--- config.mk ---
export PLATFORM = sky130hd
export DESIGN_NAME = eeprom_addr_ptr
export DESIGN_NICKNAME = d
export VERILOG_FILES = /design/src/rtl/eap_pkg.sv /design/src/rtl/eap_next_calc.sv /design/src/rtl/eap_ptr_reg.sv /design/src/rtl/eap_guard.sv /design/src/rtl/eeprom_addr_ptr.sv
export SDC_FILE = /design/constraint.sdc
export NUM_CORES = 1
export LEC_CHECK = 0
export ABC_CLOCK_PERIOD_IN_PS = 1990
export BUFFER_PORTS_ARGS = -buffer_cell sky130_fd_sc_hd__buf_2
export CAP_MARGIN = 20
export CORE_MARGIN = 2
export CORE_UTILIZATION = 25
export DETAILED_ROUTE_END_ITERATION = 10
export GPL_ROUTABILITY_DRIVEN = 0
export SLEW_MARGIN = 20
export SYNTH_ARGS = -nofsm -noshare
export SYNTH_HDL_FRONTEND = slang
export SYNTH_SLANG_ARGS = --single-unit
--- constraint.sdc ---
create_clock -name clk -period 1.99 [get_ports clk]
set_clock_uncertainty 0.15 [all_clocks]
set_input_delay 0.2985 -clock clk [delete_from_list [all_inputs] [get_ports clk]]
set_output_delay 0.2985 -clock clk [all_outputs]
set_load 0.005 [all_outputs]
--- src/rtl/eap_pkg.sv ---
package eap_pkg;
  // kind of transfer that precedes an increment
  typedef enum logic {STEP_WRITE = 1'b0, STEP_READ = 1'b1} step_kind_e;
endpackage

--- src/rtl/eap_next_calc.sv ---
module eap_next_calc #(
  parameter int ADDR_W = 13,
  parameter int PAGE_W = 5
) (
  input  logic [ADDR_W-1:0] cur_i,
  input  logic              ld_hi_i,
  input  logic              ld_lo_i,
  input  logic [7:0]        byte_i,
  input  logic              inc_i,
  input  logic              inc_rd_i,
  output logic [ADDR_W-1:0] rd_nxt_o,
  output logic [ADDR_W-1:0] wr_nxt_o,
  output logic [ADDR_W-1:0] nxt_o
);
  import eap_pkg::*;
  localparam int HI_W = ADDR_W - 8;

  // whole-array step, wraps at the top
  function automatic logic [ADDR_W-1:0] step_all(input logic [ADDR_W-1:0] a);
    return a + ADDR_W'(1);
  endfunction

  // step inside the page, upper bits kept
  function automatic logic [ADDR_W-1:0] step_page(input logic [ADDR_W-1:0] a);
    logic [PAGE_W-1:0] low;
    low = a[PAGE_W-1:0] + PAGE_W'(1);
    return {a[ADDR_W-1:PAGE_W], low};
  endfunction

  logic [ADDR_W-1:0] loaded;
  step_kind_e        kind;

  assign rd_nxt_o = step_all(cur_i);
  assign wr_nxt_o = step_page(cur_i);
  assign kind     = step_kind_e'(inc_rd_i);

  always_comb begin
    loaded = cur_i;
    if (ld_lo_i) loaded[7:0] = byte_i;
    if (ld_hi_i) loaded[ADDR_W-1:8] = byte_i[HI_W-1:0];
    if (ld_hi_i || ld_lo_i)      nxt_o = loaded;
    else if (inc_i)              nxt_o = (kind == STEP_READ) ? rd_nxt_o : wr_nxt_o;
    else                         nxt_o = cur_i;
  end
endmodule

--- src/rtl/eap_ptr_reg.sv ---
module eap_ptr_reg #(
  parameter int ADDR_W = 13
) (
  input  logic              clk,
  input  logic              rst_n,
  input  logic [ADDR_W-1:0] d_i,
  output logic [ADDR_W-1:0] q_o
);
  always_ff @(posedge clk) begin
    if (!rst_n) q_o <= '0;
    else        q_o <= d_i;
  end
endmodule

--- src/rtl/eap_guard.sv ---
module eap_guard #(
  parameter int ADDR_W    = 13,
  parameter int LOCK_MSBS = 2
) (
  input  logic [ADDR_W-1:0] addr_i,
  input  logic              wp_i,
  output logic              locked_o,
  output logic              wr_ok_o
);
  generate
    if (LOCK_MSBS == 0) begin : g_nolock
      assign locked_o = 1'b0;
    end else begin : g_lock
      // top 1/2^LOCK_MSBS of the array
      assign locked_o = &addr_i[ADDR_W-1 -: LOCK_MSBS];
    end
  endgenerate
  assign wr_ok_o = !(wp_i && locked_o);
endmodule

--- src/rtl/eeprom_addr_ptr.sv ---
module eeprom_addr_ptr #(
  parameter int ADDR_W    = 13,
  parameter int PAGE_W    = 5,
  parameter int LOCK_MSBS = 2
) (
  input  logic              clk,
  input  logic              rst_n,
  input  logic              ld_hi_i,
  input  logic              ld_lo_i,
  input  logic [7:0]        addr_byte_i,
  input  logic              inc_i,
  input  logic              inc_rd_i,
  input  logic              wp_i,
  output logic [ADDR_W-1:0] addr_o,
  output logic              wr_ok_o
);
  logic [ADDR_W-1:0] rd_nxt_w;
  logic [ADDR_W-1:0] wr_nxt_w;
  logic [ADDR_W-1:0] nxt_w;
  logic              locked_w;

  eap_next_calc #(.ADDR_W(ADDR_W), .PAGE_W(PAGE_W)) u_calc (
    .cur_i(addr_o), .ld_hi_i(ld_hi_i), .ld_lo_i(ld_lo_i), .byte_i(addr_byte_i),
    .inc_i(inc_i), .inc_rd_i(inc_rd_i),
    .rd_nxt_o(rd_nxt_w), .wr_nxt_o(wr_nxt_w), .nxt_o(nxt_w)
  );

  eap_ptr_reg #(.ADDR_W(ADDR_W)) u_reg (
    .clk(clk), .rst_n(rst_n), .d_i(nxt_w), .q_o(addr_o)
  );

  eap_guard #(.ADDR_W(ADDR_W), .LOCK_MSBS(LOCK_MSBS)) u_guard (
    .addr_i(addr_o), .wp_i(wp_i), .locked_o(locked_w), .wr_ok_o(wr_ok_o)
  );
endmodule

==> results.cfg <==
[logic_synthesis]
postSynthAreaPerCell_um2 = 7.93
synth_nets = 125
ys_types = 41
seq_area_frac_synth_pct = 30.1
synth.cell_area_um2 = 865
synth_edf_count = 0
yosysWarnings = 0
ys_top_cells_by_area = dfxtp_1 (30%), a21oi_1 (6.4%), nand2_1 (5.2%), mux2i_1 (4.6%), o21ai_0 (4.6%)
synth_largest_area_cell = dfxtp_1
synthTopCellsByCount = dfxtp_1 (13), nand2_1 (12), a21oi_1 (11), o21ai_0 (8), nand4_1 (6)
syn_inst = 109
ys_async_sr_fraction_pct = 0
synth_top_area_share_pct = 30.1
yosysMostFrequentCell = dfxtp_1
ys_seq_elements = 13
ys.flop_type = dfxtp_1

[setup_path]
critical_path_class = flip-flop to flip-flop
cp_slowest_cell = or4_1
cp-end-kind = flip-flop
reg2regPathDepth = 5
cp_data_required_time_ns = 2.02
start_kind = flip-flop
critical_path.n_buffers_inverters = 1
worstPathArrival_ns = 1.85
cp_max_fo = 5
crit_chain = ha_1 -> nand4_1 -> buf_4 -> or4_1 -> o2111a_1
path_depth = 5
cp_top_family = simple AND/OR/NAND/NOR gates
slowest_delay_ns = 0.47

[drt]
ant_nets = 0
met1_length_um = 1340
routed_wl_um = 2700
routed-wl-met3_um = 174
top_layer = met4
vias = 1001
wl_per_cell_um = 14.2
via_per_inst = 5.24
drt-initial-drc-count = 49
drcViolationCount = 0
wl_met2_um = 1180
dr.pass1.iters = 4

[pwr]
clkPwrFrac_pct = 28.5
leakage_nw = 0.459
power_frac_seq_pct = 48.9
power_density_nw_per_um2 = 534
netSwitchingPower_uw = 184
ir_worst_vdd_uv = 175
intPower_uw = 417
swShare_pct = 30.6
p_comb_share_pct = 22.5

[cts]
cts_tree = done
clock_path_buffers = 2
cts_resized = 0
htree_num_levels = 1
cts.sinks = 13
clock_latency_ns = 0.28
cts_buffers = 3
cts_hold_buf = 0
cts-root-buf = clkbuf_4
clk_pin_slew_ns = 0.08

[worst_hold_path]
hp-class = primary input to flip-flop
whs_path_depth = 2

[layout]
drive_gt1_share_pct = 29.0
area_growth_pct = 30.2
n_fill_cell = 377
fin_area_um2 = 1130
finish.utilization_pct = 33.7
nets = 162
largest_reg_flops = 13
diodes = 0
top_register = u_reg.q_o
top_regs = u_reg.q_o: 13 flops
multi_input_area_um2 = 559
final-seq-area_um2 = 260

[sta]
final-hold-violation-count = 0
rsz0062_at_grt = false
layout_min_cycle_time_ns = 1.82
worst_slew_pin_slew_ns = 0.434
tns_ns = 0
setup_violations = 0
max_freq_mhz = 550
fin_crit_sh_pct = 91.4
final_max_slew_viol_count = 0
slew_headroom_pct = 71.0

[job]
cap_violations = 0

[floorplanning]
dieWidth_um = 62.8
rows = 21
dieArea_um2 = 3940
core_area_um2 = 3340
die_h_um = 62.8
start_util_pct = 25.9
io_pins = 29

[outcome]
outcome = completed

[placed_design]
postPlaceCellArea_um2 = 1080
port_buffers = 28
hpwl_um = 2050

[global_routing]
grt_usage_pct = 13.8
grt_pass1_vias = 926
grt_start_max_net_pins = 11
grt-ovfl-total = 0
antenna_found_initial = 0
grt_pass1_wl_um = 4420
[power by group through the flow]
stage	Sequential [mW]	Combinational [mW]	Clock (mW)
floorplan	0.302	0.0691	0
global placement	0.299	0.132	0
detailed placement	0.300	0.134	0
CTS	0.294	0.135	0.178
global route	0.297	0.149	0.185
finish	0.294	0.135	0.171
[worst paths after layout]
path | from | endpoint | slack (ns)
max | u_reg.q_o[0]$_SDFFE_PN0P_ | u_reg.q_o[6]$_SDFFE_PN0P_ | 0.17
min | addr_byte_i[6] | u_reg.q_o[6]$_SDFFE_PN0P_ | 0.14
max reg2reg | u_reg.q_o[0]$_SDFFE_PN0P_ | u_reg.q_o[6]$_SDFFE_PN0P_ | 0.17
min reg2reg | u_reg.q_o[10]$_SDFFE_PN0P_ | u_reg.q_o[10]$_SDFFE_PN0P_ | 0.40
[what timing repair did]
item	4_1_cts	5_1_grt
buffers inserted	0	2
hold endpoints to repair	0	0
setup endpoints to repair	0	1
[cells by family (layout without fill, tap and decap cells)]
group / count (synthesis) / after routing / synth area share, %
adders and majority gates: 1 / 1 / 1.45
DFF: 13 / 13 / 30.1
AOI/OAI and AO/OA: 35 / 35 / 25.6
muxes: 6 / 6 / 7.24
xor gates and xnor gates: 3 / 3 / 3.04
and+or+nand+nor: 42 / 42 / 27.4
buffers and inverters: 9 / 45 / 5.21
[worst reg2reg max path: cells and delay by family (launching register included)]
family	cells	cell delay, ns
simple gates	2	0.66
flops	1	0.34
compound gates	1	0.13
fa+ha+maj	1	0.25
buf+inv	1	0.20
[layout make-up]
class	instances	share of cell area [%]
Multi-Input combinational cell	87	49.7
Tap cell	46	5.11
Sequential cell	13	23.1
Inverter	4	1.33
Timing Repair Buffer	37	18.4
Clock buffer	4	2.33
[per-layer routing]
layer	GRT usage, %	up-vias
met5	0	-
li1	-	489
met3	2.34	2
met2	21.2	45
met4	5.83	0
met1	19.1	465
[layout by cell type (no fill, tap or decap), types with 2 or more instances in the layout]
master,instances
buf_4,9
nand3b_1,2
o21ai_0,8
a31oi_1,2
nand3_1,3
nand4_1,6
clkbuf_4,3
nor3b_1,2
xnor2_1,2
a21oi_1,11
a211oi_1,2
buf_2,28
mux2i_1,4
inv_1,4
dfxtp_1,13
nor3_1,4
o31ai_1,3
and2_1,2
nand2_1,12
nor2_1,3
[per-stage QoR]
step	instances	setup WS [ns]	total power, mW	hold slack (ns)
after floorplan	109	0.186	0.371	0.267
final	191	0.172	0.601	0.135
after global placement	185	0.180	0.431	0.382
after CTS	189	0.131	0.606	0.125
after global routing	191	0.0747	0.630	0.144
after detailed placement	185	0.166	0.433	0.391
Note: power is estimated with default switching activity, not from simulation.
